## config.mk

```make
export PLATFORM = sky130hd
export DESIGN_NAME = audio_fsync_gen
export DESIGN_NICKNAME = d
export VERILOG_FILES = /design/src/rtl/fsg_pkg.sv /design/src/rtl/fsg_cfg_hold.sv /design/src/rtl/fsg_bit_div.sv /design/src/rtl/fsg_frame_ctr.sv /design/src/rtl/audio_fsync_gen.sv
export SDC_FILE = /design/constraint.sdc
export NUM_CORES = 1
export LEC_CHECK = 0
export ABC_AREA = 1
export CORE_MARGIN = 5
export CORE_UTILIZATION = 25
export DETAILED_ROUTE_END_ITERATION = 7
export PLACE_DENSITY = 0.43
export SYNTH_ARGS = -nofsm -noshare
export SYNTH_HDL_FRONTEND = slang
export SYNTH_HIERARCHICAL = 1
export SYNTH_SLANG_ARGS = --single-unit
export TNS_END_PERCENT = 20
```

## constraint.sdc

```tcl
create_clock -name clk -period 2.95 [get_ports clk]
set_clock_uncertainty 0.15 [all_clocks]
set_input_delay 0.4425 -clock clk [delete_from_list [all_inputs] [get_ports clk]]
set_output_delay 0.4425 -clock clk [all_outputs]
set_load 0.03 [all_outputs]
```

## src/rtl/fsg_pkg.sv

```systemverilog
package fsg_pkg;
  localparam int DIV_W  = 8;
  localparam int PER_W  = 12;
  localparam int WID_W  = 8;
  localparam int SLOT_W = 6;
  localparam int SCNT_W = 5;
  localparam int NEED_W = SLOT_W + SCNT_W;
  localparam int PAD_W  = PER_W + 1 - NEED_W;

  typedef struct packed {
    logic [DIV_W-1:0] div_m1;
    logic [PER_W-1:0] per_m1;
    logic [WID_W-1:0] wid_m1;
    logic             fs_high;
  } fsg_cfg_t;

  // frame length in bit clocks must cover every slot bit
  function automatic logic bw_ok(input logic [PER_W-1:0]  per_m1,
                                 input logic [SLOT_W-1:0] bits,
                                 input logic [SCNT_W-1:0] cnt);
    logic [PER_W:0]    frame_len;
    logic [NEED_W-1:0] need;
    frame_len = {1'b0, per_m1} + 1'b1;
    need      = NEED_W'(bits) * NEED_W'(cnt);
    return frame_len >= {{PAD_W{1'b0}}, need};
  endfunction
endpackage

```

## src/rtl/fsg_cfg_hold.sv

```systemverilog
module fsg_cfg_hold
  import fsg_pkg::*;
(
  input  logic              clk,
  input  logic              rst_n,
  input  logic              en,
  input  logic              frame_end,
  input  fsg_cfg_t          cfg_in,
  input  logic [SLOT_W-1:0] slot_bits,
  input  logic [SCNT_W-1:0] slot_cnt,
  output logic              run,
  output fsg_cfg_t          cfg_act,
  output logic              reject
);
  logic ok;

  assign ok = bw_ok(cfg_in.per_m1, slot_bits, slot_cnt);

  always_ff @(posedge clk or negedge rst_n) begin
    if (!rst_n) begin
      run     <= 1'b0;
      cfg_act <= '0;
      reject  <= 1'b0;
    end else begin
      reject <= !ok;
      run    <= en & (run | ok);
      if (!run || (frame_end && ok))
        cfg_act <= cfg_in;
    end
  end


  start_block_chk: assert property (@(posedge clk) disable iff (!rst_n)
    (!run && !ok) |=> !run);


  cfg_steady_chk: assert property (@(posedge clk) disable iff (!rst_n)
    ($past(run) && run && !$past(frame_end)) |-> $stable(cfg_act));
endmodule

```

## src/rtl/fsg_bit_div.sv

```systemverilog
module fsg_bit_div #(
  parameter int DW = 8
) (
  input  logic          clk,
  input  logic          rst_n,
  input  logic          run,
  input  logic [DW-1:0] div,
  output logic          tick,
  output logic          dcnt_zero,
  output logic          bclk_q
);
  logic [DW-1:0] dcnt;
  logic          wrap;
  logic [DW-1:0] half;

  assign wrap      = (dcnt == div);
  assign tick      = run & wrap;
  assign dcnt_zero = (dcnt == '0);
  assign half      = div >> 1;

  always_ff @(posedge clk or negedge rst_n) begin
    if (!rst_n) begin
      dcnt   <= '0;
      bclk_q <= 1'b0;
    end else begin
      bclk_q <= run & (dcnt <= half);
      if (!run || wrap) dcnt <= '0;
      else              dcnt <= dcnt + 1'b1;
    end
  end


  div_range_chk: assert property (@(posedge clk) disable iff (!rst_n)
    run |-> (dcnt <= div));


  bclk_rise_chk: assert property (@(posedge clk) disable iff (!rst_n)
    $rose(bclk_q) |-> ($past(dcnt) == '0));
endmodule

```

## src/rtl/fsg_frame_ctr.sv

```systemverilog
module fsg_frame_ctr #(
  parameter int PW = 12,
  parameter int WW = 8
) (
  input  logic          clk,
  input  logic          rst_n,
  input  logic          run,
  input  logic          tick,
  input  logic          dcnt_zero,
  input  logic [PW-1:0] per,
  input  logic [WW-1:0] wid,
  input  logic          fs_high,
  output logic          frame_end,
  output logic          fs_pin,
  output logic          fstart
);
  localparam int XW = PW - WW;

  logic [PW-1:0] bcnt;
  logic          act_n;
  logic          fs_act_q;

  assign frame_end = tick & (bcnt == per);
  assign act_n     = run & (bcnt <= {{XW{1'b0}}, wid});

  always_ff @(posedge clk or negedge rst_n) begin
    if (!rst_n) begin
      bcnt     <= '0;
      fs_act_q <= 1'b0;
      fs_pin   <= 1'b1;
      fstart   <= 1'b0;
    end else begin
      fs_act_q <= act_n;
      fs_pin   <= act_n ~^ fs_high;
      fstart   <= run & dcnt_zero & (bcnt == '0);
      if (!run || frame_end) bcnt <= '0;
      else if (tick)         bcnt <= bcnt + 1'b1;
    end
  end


  bcnt_range_chk: assert property (@(posedge clk) disable iff (!rst_n)
    run |-> (bcnt <= per));


  start_in_sync_chk: assert property (@(posedge clk) disable iff (!rst_n)
    fstart |-> fs_act_q);
endmodule

```

## src/rtl/audio_fsync_gen.sv

```systemverilog
module audio_fsync_gen
  import fsg_pkg::*;
(
  input  logic              clk,
  input  logic              rst_n,
  input  logic              en,
  input  logic [DIV_W-1:0]  div_m1,
  input  logic [PER_W-1:0]  per_m1,
  input  logic [WID_W-1:0]  wid_m1,
  input  logic              fs_high,
  input  logic [SLOT_W-1:0] slot_bits,
  input  logic [SCNT_W-1:0] slot_cnt,
  output logic              bit_clk,
  output logic              frame_sync,
  output logic              frame_start,
  output logic              cfg_reject
);
  fsg_cfg_t cfg_in;
  fsg_cfg_t cfg_act;
  logic     run;
  logic     frame_end;
  logic     tick;
  logic     dcnt_zero;
  logic     bclk_q;
  logic     pass_q;

  assign cfg_in = '{div_m1: div_m1, per_m1: per_m1, wid_m1: wid_m1, fs_high: fs_high};

  fsg_cfg_hold u_cfg (
    .clk       (clk),
    .rst_n     (rst_n),
    .en        (en),
    .frame_end (frame_end),
    .cfg_in    (cfg_in),
    .slot_bits (slot_bits),
    .slot_cnt  (slot_cnt),
    .run       (run),
    .cfg_act   (cfg_act),
    .reject    (cfg_reject)
  );

  fsg_bit_div #(.DW(DIV_W)) u_div (
    .clk       (clk),
    .rst_n     (rst_n),
    .run       (run),
    .div       (cfg_act.div_m1),
    .tick      (tick),
    .dcnt_zero (dcnt_zero),
    .bclk_q    (bclk_q)
  );

  fsg_frame_ctr #(.PW(PER_W), .WW(WID_W)) u_frm (
    .clk       (clk),
    .rst_n     (rst_n),
    .run       (run),
    .tick      (tick),
    .dcnt_zero (dcnt_zero),
    .per       (cfg_act.per_m1),
    .wid       (cfg_act.wid_m1),
    .fs_high   (cfg_act.fs_high),
    .frame_end (frame_end),
    .fs_pin    (frame_sync),
    .fstart    (frame_start)
  );

  // ratio one: registered select, aligned with the other outputs
  always_ff @(posedge clk or negedge rst_n) begin
    if (!rst_n) pass_q <= 1'b0;
    else        pass_q <= run & (cfg_act.div_m1 == '0);
  end

  assign bit_clk = pass_q ? clk : bclk_q;


  idle_strobe_chk: assert property (@(posedge clk) disable iff (!rst_n)
    !$past(run) |-> !frame_start);
endmodule

```

==> reports/metrics.csv <==
stage,metric,value,unit
status,outcome,"complete, but fails checks",
status,violations,setup timing,
pwr,p_leak,0.00337,µW
yosys,synth.cell_area,4770,µm²
pwr,finalPower,2890,µW
timing,hold_violations,0,
cells_and_area,seqCellArea,1380,µm²
placed_design,io_buffers,46,
drt,via_per_inst,4.30,
yosys,netlist_instances,679,
cells_and_area,final_common_cell,nand2_1,
floorplanning,dieArea,22000,µm²
global_route,overflow,0,
worst_hold_path,hp-class,primary input to asynchronous set/reset pin,
global_route,grt_max_degree,40,
placed_design,place.gp.congestion,0.848,
cells_and_area,fin_cells,1015,
global_route,grt_pass1_wl,21.1,mm
pwr,ir_drop,0.000258,V
worst_setup_path,r2r-start,u_div/dcnt[6],
timing,fin_tns_setup,-38.51,ns
pwr,p_clk_share,31.4,%
worst_setup_path,end_kind,flip-flop,
flow_run,cap_violations,0,
worst_setup_path,crit_top_cell,nand2_1,
drt,wl_per_cell,12.3,µm
timing,worstMarginPinSlew,0.562,ns
timing,fin_crit_sh,143,%
placed_design,dp_hpwl,9.95,mm
pwr,power_density,457,nW/µm²
worst_setup_path,r2r_cells,15,
worst_setup_path,crit_fanout,8,
worst_setup_path,critical-path-top-delay-family,adder cells,
drt,via_count,4363,
floorplanning,core_area,18800,µm²
pwr,pwr-share-comb,37.8,%
drt,wl,12.5,mm
floorplanning,die_h,148,µm
drt,first_pass_iters,4,
worst_setup_path,cp_slowest_cell,fa_1,
worst_setup_path,arrival,4.36,ns
pwr,switchingPower,960,µW
yosys,ys_ff_latch,55,
yosys,synth_area_per_cell,7.03,µm²
worst_setup_path,path_class,primary input to flip-flop,
pwr,pwr-share-seq,30.8,%
placed_design,dpl.cell_count,1001,
timing,fin_ws,-1.26,ns
worst_setup_path,worst_path_largest_cell_delay,0.54,ns
pwr,p_sw_share,33.2,%
cells_and_area,final_util,33.7,%
timing,setup_viol,31,
cts,cts.reportedPaths.clkPinSlew,0.07,ns
cells_and_area,nFillCells,2027,
timing,final.min_clock_period,4.21,ns
drt,drc,0,
cts,cts_tree,done,
drt,drtIter0Drc,171,
drt,ant_nets,0,
global_route,antenna_found_initial,0,
timing,max_freq,0.237,GHz
cells_and_area,layout_common_cells,"nand2_1 (200), inv_1 (114), nor2_1 (69), dfrtp_1 (54), buf_4 (54)",
yosys,syn_nets,784,
timing,rsz0062_at_grt,true,
worst_setup_path,reg2reg_slack,0.38,ns
cells_and_area,multi_input_area,3010,µm²
worst_setup_path,worst-path-buf-inv,6,
timing,relSlewSlack,62.2,%
yosys,synth.distinct_cells,31,
yosys,ys.warnings.count,6,
cells_and_area,area_delta_synth_final,32.5,%
placed_design,place_ws,-2.19,ns
cells_and_area,drive_gt1_share,16.0,%
yosys,seq_area_frac_synth,28.9,%
worst_setup_path,required,3.10,ns
worst_setup_path,reg2reg_to,u_cfg/cfg_act[7],
timing,slew_violations,0,
floorplanning,fp.dieW,148,µm
floorplanning,start_util,25.4,%
cts,clock_latency,0.41,ns
pwr,p_int,1930,µW
floorplanning,pin_count,47,
global_route,grt_pass1_vias,4535,
global_route,track_usage,11.6,%
worst_setup_path,worst_setup_path_start_kind,primary input,
cells_and_area,fin_nets,885,
floorplanning,placementRows,50,
cells_and_area,n_antenna_cell,0,
[power by group through the flow]
stage / registers [µW] / logic [µW] / clock network [µW]
floorplan: 906 / 644 / 5.24
finish: 891 / 1090 / 910
global placement: 906 / 1000 / 8.83
detailed placement: 908 / 1020 / 8.83
CTS: 894 / 1070 / 939
global route: 903 / 1250 / 963
[cell type report]
class / instances / share of cell area (%)
flip-flops and latches: 55 / 21.8
clock buffers: 10 / 3.52
repair buffers: 104 / 14.9
well taps: 234 / 4.63
inverters: 120 / 7.12
multi-input cells: 490 / 47.6
clock inverters: 2 / 0.554
[logic make-up (layout without fill, tap and decap cells)]
family	after synthesis	in the layout	synth area share, %
AOI/OAI and AO/OA	26	26	2.86
xor gates and xnor gates	38	38	6.97
adders and majority gates	62	62	18.1
buffers and inverters	134	236	11.5
DFF	55	55	28.9
and+or+nand+nor	364	364	31.7
[sequential cells by signal, indices dropped and copies added (netlist names)]
signal,count
u_div/bclk_q,1
pass_q,1
u_cfg/run,1
u_cfg/reject,1
u_frm/bcnt,12
u_frm/fs_pin,1
u_div/dcnt,8
u_cfg/cfg_act,29
u_frm/fstart,1
[what timing repair did]
| item | 4_1_cts | 5_1_grt |
|---|---|---|
| gates cloned | 1 | 0 |
| gates resized for setup | 46 | 24 |
| setup endpoints to repair | 32 | 31 |
| buffers inserted | 2 | 0 |
| hold endpoints to repair | 16 | 0 |
| hold buffers | 1 | 0 |
| pin swaps | 14 | 15 |
[cell usage after synthesis, drive strengths merged]
library cell	count	area [µm²]
nand3b	1	7.51
buf	9	75.1
fa	12	240
o21ai	8	40.0
nand4	9	56.3
nor2	71	269
xnor2	11	96.3
or2	1	6.26
a21oi	16	80.1
ha	50	626
nor3	7	50.1
dfstp	1	26.3
o211ai	1	7.51
nand3	49	250
clkbuf	5	21.3
nor4	3	18.8
inv	120	450
o311ai	1	8.76
xor2	27	236
dfrtp	54	1350
nand2	223	857
[worst max path at each step]
stage                        endpoint  cells past startpoint         start  slack, ns
floorplan           u_cfg/cfg_act[10]                     29   slot_cnt[2]      -1.51
global placement     u_cfg/cfg_act[5]                     27   slot_cnt[2]      -2.13
detailed placement   u_cfg/cfg_act[1]                     27   slot_cnt[2]      -2.19
CTS                  u_cfg/cfg_act[9]                     29  slot_bits[3]      -1.32
global route        u_cfg/cfg_act[12]                     29  slot_bits[3]      -1.48
finish              u_cfg/cfg_act[19]                     29  slot_bits[3]      -1.26
[routing by layer]
layer / track usage, % / vias to the layer above / part of all wire (%)
li1: - / 2277 / -
met1: 14.5 / 2012 / 47
met2: 20.9 / 61 / 50
met3: 1.25 / 13 / 2.4
met4: 3.51 / 0 / 1.4
met5: 0 / - / 0
[worst reg2reg max path: cells and delay by family, from the launching register on]
kind	cells	cell delay, ns
flops	1	0.45
simple gates	13	1.53
buf+inv	2	0.32
[per-stage QoR]
stage                     area, µm²  hold slack, ns
after floorplan                4820        -0.00309
after global placement         5920           0.239
after detailed placement       5920           0.249
after CTS                      6250           0.358
after global routing           6330           0.388
final                          6330           0.341
No activity file was read; power rests on OpenSTA's default activity.
